==> src/rtl/cmpflag_pkg.sv <==
// Package: shared operation encoding for the compare/test flag unit.
// Assumes: one select bit distinguishes the two operations.
package cmpflag_pkg;
    typedef enum logic {
        OP_CMP  = 1'b0,
        OP_TEST = 1'b1
    } flag_op_e;

    // Flag update request produced by the evaluators.
    typedef struct packed {
        logic zf_we;
        logic zf_val;
        logic cf_we;
        logic cf_val;
    } flag_upd_t;
endpackage

==> src/rtl/cmpflag_magcmp.sv <==
// Module: unsigned magnitude comparator producing equal / less indications.
// Assumes: operands are unsigned and of width W.
module cmpflag_magcmp #(
    parameter int W = 64
) (
    input  logic [W-1:0] a,
    input  logic [W-1:0] b,
    output logic         eq,
    output logic         lt
);
    // Purpose: derive equality and unsigned less-than from a wide subtract.
    logic [W:0] diff;
    always_comb begin
        diff = {1'b0, a} - {1'b0, b};
        lt   = diff[W];
        eq   = (diff[W-1:0] == '0) && !diff[W];
    end
endmodule

==> src/rtl/cmpflag_andzero.sv <==
// Module: bitwise-AND zero detector for the test operation.
// Assumes: W is at least 1.
module cmpflag_andzero #(
    parameter int W = 64
) (
    input  logic [W-1:0] a,
    input  logic [W-1:0] b,
    output logic         zero
);
    // Purpose: flag when no bit is common to both operands.
    always_comb zero = ((a & b) == '0);
endmodule

==> src/rtl/cmpflag_unit.sv <==
// Module: top of the compare/test flag unit; holds the flags register.
// Assumes: CF_BIT and ZF_BIT are distinct and within the flags width.
module cmpflag_unit
    import cmpflag_pkg::*;
#(
    parameter int W      = 64,
    parameter int FW     = 64,
    parameter int CF_BIT = 0,
    parameter int ZF_BIT = 3
) (
    input  logic          clk,
    input  logic          rst_n,
    input  logic          valid,
    input  logic          op_sel,
    input  logic [W-1:0]  opnd_a,
    input  logic [W-1:0]  opnd_b,
    input  logic          flags_in_load,
    input  logic [FW-1:0] flags_in,
    output logic [FW-1:0] flags_q
);
    localparam logic [FW-1:0] CF_MASK = FW'(1) << CF_BIT;
    localparam logic [FW-1:0] ZF_MASK = FW'(1) << ZF_BIT;

    logic      eq, lt, and_zero;
    flag_upd_t upd;
    logic [FW-1:0] flags_d;

    cmpflag_magcmp #(.W(W)) u_cmp (.a(opnd_a), .b(opnd_b), .eq(eq), .lt(lt));
    cmpflag_andzero #(.W(W)) u_and (.a(opnd_a), .b(opnd_b), .zero(and_zero));

    // Purpose: choose which flags to write and with what values.
    always_comb begin
        upd = '0;
        if (flag_op_e'(op_sel) == OP_CMP) begin
            upd.zf_we  = 1'b1;
            upd.zf_val = eq;
            upd.cf_we  = 1'b1;
            upd.cf_val = lt;
        end else begin
            upd.zf_we  = 1'b1;
            upd.zf_val = and_zero;
        end
    end

    // Purpose: merge the update into the current flags word.
    always_comb begin
        flags_d = flags_q;
        if (upd.zf_we) flags_d[ZF_BIT] = upd.zf_val;
        if (upd.cf_we) flags_d[CF_BIT] = upd.cf_val;
    end

    // Purpose: flags register with synchronous active-low reset.
    always_ff @(posedge clk) begin
        if (!rst_n)             flags_q <= '0;
        else if (flags_in_load) flags_q <= flags_in;
        else if (valid)         flags_q <= flags_d;
    end

    assert_reset_clear_R1: assert property (@(posedge clk)
        !rst_n |=> flags_q == '0);
    assert_hold_R7: assert property (@(posedge clk) disable iff (!rst_n)
        (!valid && !flags_in_load) |=> $stable(flags_q));
    assert_cmp_eq_R2: assert property (@(posedge clk) disable iff (!rst_n)
        (valid && !flags_in_load && !op_sel && opnd_a == opnd_b)
        |=> (flags_q[ZF_BIT] && !flags_q[CF_BIT]));
    assert_cmp_lt_R3: assert property (@(posedge clk) disable iff (!rst_n)
        (valid && !flags_in_load && !op_sel && opnd_a < opnd_b)
        |=> (!flags_q[ZF_BIT] && flags_q[CF_BIT]));
    assert_cmp_gt_R4: assert property (@(posedge clk) disable iff (!rst_n)
        (valid && !flags_in_load && !op_sel && opnd_a > opnd_b)
        |=> (!flags_q[ZF_BIT] && !flags_q[CF_BIT]));
    assert_test_cf_keep_R5: assert property (@(posedge clk) disable iff (!rst_n)
        (valid && !flags_in_load && op_sel) |=> $stable(flags_q[CF_BIT]));
    assert_preserve_R6: assert property (@(posedge clk) disable iff (!rst_n)
        (valid && !flags_in_load)
        |=> ((flags_q & ~(CF_MASK | ZF_MASK)) == ($past(flags_q) & ~(CF_MASK | ZF_MASK))));
endmodule

==> config.mk <==
export PLATFORM = sky130hd
export DESIGN_NAME = cmpflag_unit
export DESIGN_NICKNAME = d
export VERILOG_FILES = /design/src/rtl/cmpflag_pkg.sv /design/src/rtl/cmpflag_magcmp.sv /design/src/rtl/cmpflag_andzero.sv /design/src/rtl/cmpflag_unit.sv
export SDC_FILE = /design/constraint.sdc
export NUM_CORES = 1
export LEC_CHECK = 0
export CAP_MARGIN = 15
export CORE_ASPECT_RATIO = 0.9
export CORE_UTILIZATION = 45
export DETAILED_ROUTE_END_ITERATION = 16
export DONT_BUFFER_PORTS = 1
export GPL_ROUTABILITY_DRIVEN = 0
export PLACE_DENSITY_LB_ADDON = 0.25
export SLEW_MARGIN = 20
export SYNTH_ARGS = -nofsm -noshare
export SYNTH_HDL_FRONTEND = slang
export SYNTH_SLANG_ARGS = --single-unit
==> constraint.sdc <==
create_clock -name clk -period 4.9 [get_ports clk]
set_input_delay 0.735 -clock clk [delete_from_list [all_inputs] [get_ports clk]]
set_output_delay 0.735 -clock clk [all_outputs]
set_load 0.1 [all_outputs]
# --- Word-level counts from Yosys, hierarchy flattened ---
# Index checks and enable logic that the tools add are counted.
op_classes:
  add_sub_neg: 1
  multipliers: 0
  div_mod_pow: 0
  magnitude_cmp: 0
  n_eq_ne: 0
  n_shift: 0
  muxes: 6
  bitwise_logic: 1
  reduce_logical: 9
op_table:
  columns: ["cell", "count"]
  rows:
  - ["64-bit logical NOT", 2]
  - ["64-bit by 64-bit subtractor with 65-bit output", 1]
  - ["64-bit bitwise AND", 1]
  - ["64-bit two-way mux", 1]
  - ["2-bit nonzero test", 3]
  - ["4-bit two-way mux", 1]
  - ["2-bit AND reduction", 2]
  - ["1-bit two-way mux", 3]
  - ["2-bit two-way mux", 1]
  - ["1-bit logical AND", 1]
  - ["1-bit logical NOT", 1]
totals:
  regBits: 64
  latchBits: 0
  ram_bits: 0
  mem_bits_ro: 0
  in_bits: 197
  out_inout_bits: 64
  word_cells: 20
  memories: 0

# --- Logic depth before layout (Yosys ltp) ---
# Gate-level depths: netlist (run 1).
depth:
  word_depth: 7
  ltp_mapped: 14
  depth_no_buf: 13

# --- Modules after synthesis ---
# Synthesis (run 1) repeated with hierarchy kept, for this count alone.
hier_totals:
  hier_cells: 1049
  area_unflattened_um2: 7772.5
modules_own_cells:
  columns: ["module", "n_inst", "cells_per_inst", "area_each_um2", "seq_area_each_um2"]
  rows:
  - ["cmpflag_magcmp", 1, 800, 4932.2, 0.0]
  - ["cmpflag_unit", 1, 212, 2472.4, 1281.2]
  - ["cmpflag_andzero", 1, 37, 367.9, 0.0]

# --- Worst setup path before layout (run 1) ---
# No wires, ideal clock.
synth_path:
  path_kind: "input -> register"
  startpoint: "in opnd_b[11]"
  endpoint: "reg flags_q[3]"
  setup_ps: 59
  arrival_ps: 3545
  t_required_ps: 4841
  path_slack_ps: 1295
  cell_stages: 13
  cell_sequence: "inv_1 -> ha_1 -> a21oi_1 -> a21boi_0 -> a311oi_2 -> nand2_1 -> xor2_1 -> a2111oi_2 -> nand4_1 -> or4_1 -> or4_1 -> nor4_2 -> a41o_1"
synth_via:
  elab_chain_cells: 7
  word_cells_on_any_way: 10
synth_rtl:
  columns: ["item", "line", "source"]
  rows:
  - ["start, declared", "cmpflag_unit.sv:16", "input logic [W-1:0] opnd_b,"]
  - ["64-bit by 64-bit subtractor with 65-bit output", "cmpflag_magcmp.sv:14", "diff = {1'b0, a} - {1'b0, b};"]
  - ["64-bit logical NOT / 1-bit logical NOT (equally long branches)", "cmpflag_magcmp.sv:16", "eq = (diff[W-1:0] == '0) && !diff[W];"]
  - ["1-bit logical AND", "cmpflag_magcmp.sv:16", null]
  - ["1-bit two-way mux (*)", "cmpflag_unit.sv:34", "if (flag_op_e'(op_sel) == OP_CMP) begin"]
  - ["1-bit two-way mux (*)", "cmpflag_unit.sv:48", "if (upd.zf_we) flags_d[ZF_BIT] = upd.zf_val;"]
  - ["4-bit two-way mux (*)", "cmpflag_unit.sv:56", "else if (valid) flags_q <= flags_d;"]
  - ["64-bit two-way mux (*)", "cmpflag_unit.sv:55", "else if (flags_in_load) flags_q <= flags_in;"]
  - ["end signal, assigned", "cmpflag_unit.sv:55", null]
  - ["end signal, assigned", "cmpflag_unit.sv:56", null]
  - ["end, declared", "cmpflag_unit.sv:19", "output logic [FW-1:0] flags_q"]
# Every way passes the cells marked *; elsewhere a longest branch is shown, timed or not. The select of a mux whose other input is x is not followed.
# A chain may end at the register's enable or synchronous reset.

# --- Worst setup path in the final report (run 1) ---
layout_path:
  startpoint: "in opnd_b[23]"
  endpoint: "reg flags_q[3]"
# The elaborated chain is that of the path after synthesis.

==> results.rst, run 1 <==
.. list-table::
   :header-rows: 1

   * - Metric
     - Value
   * - Rel. slew slack
     - between 20% and 30%
   * - Max-slew violations
     - 0
   * - Die H
     - approximately 130 um
   * - HPWL after detailed placement
     - 20.6 mm
   * - Total Nets Final
     - between 1000 and 1500
   * - Ant diodes
     - 0
   * - TritonCTS Buffers
     - 9
   * - Proportion of register bits with asynchronous set or reset after synthesis
     - 0%
   * - Final worst clock skew
     - 0 ns
   * - Main synth FF type
     - sky130_fd_sc_hd__dfxtp_1
   * - Max capacitance violation total
     - 0
   * - Worst hold slack across all endpoints
     - between 0.5 and 0.6 ns
   * - Number of hold violations in the final report
     - 0
   * - TritonCTS clock tree
     - built
   * - Portion of the post-synthesis area used by sequential elements
     - between 10% and 20%
   * - Post-synthesis cell count
     - 1031
   * - Synthesized Nets
     - about 1400
   * - Synthesis-to-layout area growth
     - 5.66%
   * - Post-Syn Area per Cell
     - about 7.7 um^2
   * - First-pass iteration count of the detailed router
     - 5
   * - Final routed wire length divided by cell count
     - a little under 20 um
   * - Worst Tran Pin Value
     - around 1.1 ns
   * - Overall die area
     - 0.0182 mm^2
   * - Start point of the worst hold path
     - rst_n
   * - Maximum clock rate
     - between 200 and 250 MHz
   * - Maximum number of pins on one net before global-route repair
     - 65
   * - Summed negative setup slack over all endpoints
     - 0 ns
   * - Critical Path End Type
     - flop
   * - Routed Antenna Nets
     - 0
   * - Nature of the critical path startpoint
     - input port
   * - Num rows
     - 45
   * - Floorplan die width
     - around 140 um
   * - Number of enable-type register cells in the synthesized netlist
     - 0
   * - Gates resized, CTS repair
     - 0
   * - Pleak
     - 3.69 nW
   * - Post-detailed-route DRC marker count
     - 0
   * - Number of flip-flops in the largest register
     - 64
   * - Type of the setup path with the least slack
     - in2reg
   * - CTS HTree Levels
     - 3
   * - Clock period minus worst slack
     - 4.11 ns
   * - Critical path launch point
     - opnd_b[23]
   * - Count of synthesis-stage warnings from yosys
     - 0
   * - Starting DRC count in detailed routing
     - about 700
   * - Worst min-delay path category
     - in2reg
   * - RSZ-0062 raised after global routing
     - false
   * - Vias in the first global route
     - 6809
   * - Ratio of final minimum period to clock period
     - between 80% and 90%
   * - Clock latency reported for the late side of the worst-skew pair
     - about 0.32 ns
   * - Post CTS Setup Buffer Count
     - 0
   * - Proportion of layout cells with a drive suffix above 1
     - between 3 and 4%
   * - Antenna violations before repair
     - 1
   * - Global-route congestion overflow total
     - 0
   * - Final setup fails
     - 0
   * - Routed via count divided by cell count
     - 6.03
   * - RR Startpoint
     - flags_q[3]$_SDFFE_PN0P_
   * - Most used cells in the layout excluding fill and tap cells
     - sky130_fd_sc_hd__ha_1 (128), sky130_fd_sc_hd__a21oi_1 (79), sky130_fd_sc_hd__nand2_1 (78), sky130_fd_sc_hd__inv_1 (75), sky130_fd_sc_hd__nor2b_1 (75)
   * - First-pass GRT wire length
     - around 37 mm
   * - Synthesized flop and latch total
     - 64
   * - Number of library cell types mapped by synthesis
     - 72
   * - Crit path required time
     - roughly 5.2 ns
   * - Run status
     - complete, no violations
   * - Initial cell density of the core
     - a little under half
   * - Critical Path AT
     - around 4.4 ns
   * - Total wire length
     - 24.4 mm
   * - Clock input transition at the sequential cells of the worst setup and hold paths
     - around 0.060 ns
   * - Overall fraction of global-route tracks in use
     - 26.0%
   * - Maximum count of clock buffers along a single path
     - 2
   * - Netlist Area Pre-Place
     - 0.00794 mm^2
   * - Highest net fanout along the worst path
     - 10
   * - Power density relative to cell area
     - between 200 and 300 mW/mm^2
   * - Buffers added on ports
     - 0
   * - Largest vdd supply drop
     - roughly 0.00018 V
   * - Most frequent standard cell in the layout excluding fill and tap cells
     - sky130_fd_sc_hd__ha_1
   * - Floorplan core area
     - 0.0171 mm^2
   * - Master cell of the clock root buffer
     - sky130_fd_sc_hd__clkbuf_16
   * - Vias
     - 7447
   * - Hold Buf Count CTS
     - 0
   * - Top register by number of flip-flops
     - flags_q
   * - Clock sinks
     - 64
   * - I/O pin count
     - approximately 260
   * - Largest registers
     - flags_q: 64 flops
path summary, 6_finish.rpt:
kind                              end  slack [ns]  cells past startpoint
max           flags_q[3]$_SDFFE_PN0P_        0.79                     12
min          flags_q[59]$_SDFFE_PN0P_        0.54                      1
max reg2reg   flags_q[3]$_SDFFE_PN0P_        1.59                     11
min reg2reg  flags_q[40]$_SDFFE_PN0P_        1.01                      2
kinds of logic (layout without fill, tap and decap cells):
logic type | count (synthesis) | in the layout | synth area share, %
buffers and inverters | 122 | 92 | 6.13
XOR/XNOR | 39 | 39 | 4.30
AND/OR/NAND/NOR | 356 | 356 | 24.0
AO/OA/AOI/OAI | 258 | 258 | 21.2
multiplexers | 64 | 64 | 8.07
adder cells (fa/ha/maj) | 128 | 128 | 20.2
flip-flops | 64 | 64 | 16.1
critical path, stage by stage:
cell and delay [ns]:
sky130_fd_sc_hd__inv_1 0.02, sky130_fd_sc_hd__ha_1 0.47, sky130_fd_sc_hd__nand4_1 0.34, sky130_fd_sc_hd__nor2_1 0.28, sky130_fd_sc_hd__nand2_1 0.14, sky130_fd_sc_hd__a2111oi_4 0.43
sky130_fd_sc_hd__nor3_2 0.19, sky130_fd_sc_hd__o31ai_1 0.55, sky130_fd_sc_hd__a21boi_0 0.28, sky130_fd_sc_hd__a2111o_1 0.46, sky130_fd_sc_hd__nor4_1 0.26, sky130_fd_sc_hd__a41o_1 0.23
stage by stage:
stage                     worst slack (ns)  power [mW]  area, um^2  utilization (%)  std cells
final                                0.786        2.29        8390             49.2       1236
after global routing                 0.682        2.41        8390             49.2       1236
after CTS                             1.03        2.29        8390             49.2       1236
after detailed placement             0.702        1.53        8040             47.1       1220
after global placement               0.703        1.53        8040             47.1       1220
after floorplan                       1.30        1.37        7940                -       1031
Yosys cell counts (6+ instances only):
| library cell | number | area (um^2) |
|---|---|---|
| sky130_fd_sc_hd__nand3_1 | 18 | 90.1 |
| sky130_fd_sc_hd__xnor2_1 | 20 | 175 |
| sky130_fd_sc_hd__inv_1 | 75 | 282 |
| sky130_fd_sc_hd__dfxtp_1 | 64 | 1280 |
| sky130_fd_sc_hd__nand2_1 | 78 | 293 |
| sky130_fd_sc_hd__nor2b_1 | 75 | 469 |
| sky130_fd_sc_hd__nand2b_1 | 12 | 75.1 |
| sky130_fd_sc_hd__a31oi_1 | 10 | 62.6 |
| sky130_fd_sc_hd__mux2i_1 | 64 | 641 |
| sky130_fd_sc_hd__o211ai_1 | 8 | 60.1 |
| sky130_fd_sc_hd__a21o_1 | 15 | 113 |
| sky130_fd_sc_hd__o21a_1 | 15 | 113 |
| sky130_fd_sc_hd__a21oi_1 | 79 | 395 |
| sky130_fd_sc_hd__xor2_1 | 19 | 166 |
| sky130_fd_sc_hd__nor2_1 | 61 | 229 |
| sky130_fd_sc_hd__a2111oi_0 | 6 | 52.6 |
| sky130_fd_sc_hd__ha_1 | 128 | 1600 |
| sky130_fd_sc_hd__clkbuf_1 | 26 | 97.6 |
| sky130_fd_sc_hd__nor4_1 | 24 | 150 |
| sky130_fd_sc_hd__and3_1 | 6 | 37.5 |
| sky130_fd_sc_hd__a211oi_1 | 11 | 82.6 |
| sky130_fd_sc_hd__nand4_1 | 36 | 225 |
| sky130_fd_sc_hd__buf_1 | 6 | 22.5 |
| sky130_fd_sc_hd__buf_2 | 9 | 45.0 |
| sky130_fd_sc_hd__o21ai_0 | 54 | 270 |
| sky130_fd_sc_hd__nor3_1 | 10 | 50.1 |
| sky130_fd_sc_hd__o31ai_1 | 7 | 52.6 |
routing by layer:
layer | vias up | share of wire [%] | track usage (%)
li1 | 3637 | - | -
met1 | 3366 | 43 | 34.8
met3 | 49 | 12 | 7.99
met5 | - | 0.053 | 0
met4 | 2 | 2.3 | 6.83
met2 | 393 | 43 | 40.3
final cells by class:
type,count,area (um^2)
Clock buffer,9,225
Clock inverter,7,128
Fill cell,1697,8670
Inverter,75,282
Multi-Input combinational cell,845,6170
Sequential cell,64,1280
Tap cell,235,294
Timing Repair Buffer,1,7.51
report_power, final:
group	internal (mW)	leakage (nW)	switching, mW	total, mW
clock network	0.504	0.172	0.245	0.748
logic	0.287	2.99	0.458	0.745
registers	0.552	0.529	0.243	0.795
No activity file was read; power rests on OpenSTA's default activity.
==> run 2: changes to the inputs <==
Clock period 4.9 ns to 3.43 ns, I/O delays scaled along.
==> run 2 against run 1 <==
  * Critical path depth rose by 1
  * First-iteration DRC count is 16% lower
  * Critical path type unchanged
  * Routed wire length up 10%
  * Clock skew did not move
  * Sequential power increased by 43%
  * Largest cell class unchanged
  * Core utilization up 11 points
  * Hold slack worse by 0.23 ns
  * Clock-buffer cell count is the same
  * Worst setup slack worse by 0.75 ns
==> results.rst, run 2 (synthesized netlist as in run 1, its figures left out) <==
.. list-table::
   :header-rows: 1

   * - Metric
     - Value
   * - Starting DRC count in detailed routing
     - 574 (-16%)
   * - Worst min-delay path category
     - in2reg
   * - Post-route worst setup slack
     - 0.0372 ns (-0.749 ns)
   * - Part of the power in combinational logic
     - 41.7% (+9.1 points)
   * - Register share of total power
     - 32.4% (-2.3 points)
   * - Power density relative to cell area
     - 344 mW/mm^2 (+26%)
   * - I/O pin count
     - 261 (unchanged)
   * - Antenna violations before repair
     - 1 (unchanged)
   * - Initial cell density of the core
     - 46.6% (unchanged)
   * - Largest stage delay on the critical path
     - 0.54 ns (about the same)
   * - Total power of the final layout
     - 3.51 mW (+53%)
   * - Rel. slew slack
     - 28.2% (-0.82 points)
   * - TritonCTS Buffers
     - 9 (unchanged)
   * - Max-slew violations
     - 0 (unchanged)
   * - Maximum number of pins on one net before global-route repair
     - 65 (unchanged)
   * - Total internal power
     - 2.04 mW (+52%)
   * - CTS HTree Levels
     - 3 (unchanged)
   * - Most used cells in the layout excluding fill and tap cells
     - sky130_fd_sc_hd__buf_4 (199), sky130_fd_sc_hd__ha_1 (115), sky130_fd_sc_hd__inv_1 (75), sky130_fd_sc_hd__nor2b_1 (75), sky130_fd_sc_hd__nand2_1 (75)
   * - Placement-stage worst setup slack
     - -0.380 ns (-1.08 ns)
   * - Master cell of the clock root buffer
     - sky130_fd_sc_hd__clkbuf_16
   * - Total wire length
     - 26.9 mm (+10%)
   * - Final routed wire length divided by cell count
     - 18.7 um (-5.0%)
   * - Maximum clock rate
     - slightly below 300 MHz
   * - Routed Antenna Nets
     - 0 (unchanged)
   * - Type of the setup path with the least slack
     - in2reg
   * - Highest net fanout along the worst path
     - 5 (-5)
   * - Proportion of total power due to net switching
     - 41.8% (+0.50 points)
   * - Global-route congestion overflow total
     - 0 (unchanged)
   * - Filler cells
     - 1598 (-5.8%)
   * - Footprint of the multi-input gates
     - 0.00654 mm^2 (+6.0%)
   * - Count of buffer and inverter cells on the critical path
     - 1 (unchanged)
   * - Clock latency reported for the late side of the worst-skew pair
     - 0.32 ns (about the same)
   * - CP most frequent cell
     - sky130_fd_sc_hd__nor3_4
   * - Final setup fails
     - 0 (unchanged)
   * - Vias in the first global route
     - 7678 (+13%)
   * - Die H
     - 128 um (unchanged)
   * - Ant diodes
     - 0 (unchanged)
   * - Critical Path End Type
     - flop
   * - Floorplan core area
     - 0.0171 mm^2 (unchanged)
   * - Worst hold slack across all endpoints
     - 0.318 ns (-0.227 ns)
   * - First-pass GRT wire length
     - 39.9 mm (+8.5%)
   * - HPWL after detailed placement
     - 22.6 mm (+9.6%)
   * - Buffers added on ports
     - 0 (unchanged)
   * - Floorplan die width
     - 142 um (unchanged)
   * - Number of flip-flops in the largest register
     - 64 (unchanged)
   * - Critical Path AT
     - 3.66 ns (-0.72 ns)
   * - Critical path launch point
     - opnd_b[2]
   * - Most frequent standard cell in the layout excluding fill and tap cells
     - sky130_fd_sc_hd__buf_4
   * - Clock sinks
     - 64 (unchanged)
   * - Top register by number of flip-flops
     - flags_q
   * - Critical path's slowest cell
     - sky130_fd_sc_hd__or4_4
   * - Proportion of layout cells with a drive suffix above 1
     - 24.3% (+21 points)
   * - Synthesis-to-layout area growth
     - 28.4%
   * - Clk pwr share
     - 25.9% (-6.8 points)
   * - Maximum count of clock buffers along a single path
     - 2 (unchanged)
   * - Num rows
     - 45 (unchanged)
   * - Crit path required time
     - 3.70 ns (-1.47 ns)
   * - Pleak
     - 4.65 nW (+26%)
   * - Overall die area
     - 0.0182 mm^2 (unchanged)
   * - Run status
     - complete, no violations
   * - Final worst clock skew
     - 0 ns (unchanged)
   * - Storage cell area
     - 0.00128 mm^2 (unchanged)
   * - RR Startpoint
     - flags_q[3]$_SDFFE_PN0P_
   * - Net switching power
     - 1.47 mW (+55%)
   * - Ratio of final minimum period to clock period
     - a little over nine tenths
   * - Worst path top cell family by delay
     - simple AND/OR/NAND/NOR gates
   * - Largest vdd supply drop
     - 0.000208 V (+18%)
   * - Worst Tran Pin Value
     - 1.08 ns (+0.0123 ns)
   * - Overall fraction of global-route tracks in use
     - 27.9% (+1.9 points)
   * - Start point of the worst hold path
     - rst_n
   * - TritonCTS clock tree
     - built
   * - Clock period minus worst slack
     - ~3.4 ns
   * - Vias
     - 8342 (+12%)
   * - Nature of the critical path startpoint
     - input port
   * - Post-detailed-route DRC marker count
     - 0 (unchanged)
   * - Max capacitance violation total
     - 0 (unchanged)
   * - Number of hold violations in the final report
     - 0 (unchanged)
   * - Clock input transition at the sequential cells of the worst setup and hold paths
     - 0.06 ns (about the same)
   * - Hold Buf Count CTS
     - 0 (unchanged)
   * - Total Nets Final
     - 1520 (+15%)
   * - Largest registers
     - flags_q: 64 flops
   * - Routed via count divided by cell count
     - 5.81 (-3.5%)
   * - Crit path cell chain
     - inv_1 > ha_1 > and4_1 > o21a_2 > nor3_4 > a2111oi_4 > nor3_4 > nand4_1 > o31ai_1 > or4_1 > or4_4 > nor4_4 > a41o_1
   * - First-pass iteration count of the detailed router
     - 5 (unchanged)
run 2: cell count changes in the layout (fill, tap and decap cells not counted), sizes merged:
cell	previous run	this run
buf	1	200
bufinv	3	1
clkinv	2	4
clkinvlp	0	1
inv	77	76
run 2: metrics by stage:
stage	instances	util [%]	instance area, um^2	TNS [ns]
floorplan	1031	-	7940	0
global placement	1415	55.7	9500	-0.404
detailed placement	1415	55.7	9500	-0.380
CTS	1431	57.5	9800	0
global route	1435	59.8	10200	-0.0432
finish	1435	59.8	10200	0
run 2: repair_timing:
item                       4_1_cts  5_1_grt
setup endpoints to repair        1        1
buffers inserted                 0        4
gates resized for setup          3       78
pin swaps                        1       23
run 2: path summary, 6_finish.rpt:
check                                   to  slack, ns  cells past startpoint
hold / removal     flags_q[4]$_SDFFE_PN0P_       0.32                      1
hold reg to reg   flags_q[61]$_SDFFE_PN0P_       1.01                      2
setup reg to reg   flags_q[3]$_SDFFE_PN0P_       0.61                     10
setup / recovery   flags_q[3]$_SDFFE_PN0P_       0.04                     13
run 2: metal layers:
layer	vias up	track usage, %	part of all wire (%)
met5	-	0	0.045
met4	2	6.39	1.9
met3	47	7.58	11
met2	427	45.7	45
met1	3843	36.3	42
li1	4023	-	-
run 2: worst register-to-register path: stages (launching register included):
cell	delay, ns
sky130_fd_sc_hd__dfxtp_1	0.33
sky130_fd_sc_hd__o32ai_1	0.11
sky130_fd_sc_hd__nor4_2	0.41
sky130_fd_sc_hd__o2111a_1	0.28
sky130_fd_sc_hd__nand4_1	0.12
sky130_fd_sc_hd__a2111oi_2	0.39
sky130_fd_sc_hd__nand4_1	0.14
sky130_fd_sc_hd__a311oi_1	0.34
sky130_fd_sc_hd__nand4_1	0.15
sky130_fd_sc_hd__nor4_2	0.30
sky130_fd_sc_hd__a41o_1	0.20
run 2: power by group through the flow:
stage / clock [mW] / combinational (mW) / sequential [mW]
2_1_floorplan: 0 / 0.811 / 1.15
4_1_cts: 0.927 / 1.34 / 1.14
3_3_place_gp: 0 / 1.32 / 1.15
3_5_place_dp: 0 / 1.33 / 1.15
5_1_grt: 0.964 / 1.58 / 1.14
6_report: 0.909 / 1.46 / 1.14
run 2: final cells by class:
| cell class | instances | share of cell area (%) |
|---|---|---|
| clock buffers | 9 | 2.21 |
| clock inverters | 7 | 0.687 |
| inverters | 75 | 2.76 |
| multi-input cells | 845 | 64.1 |
| flip-flops and latches | 64 | 12.6 |
| well taps | 235 | 2.88 |
| repair buffers | 200 | 14.8 |
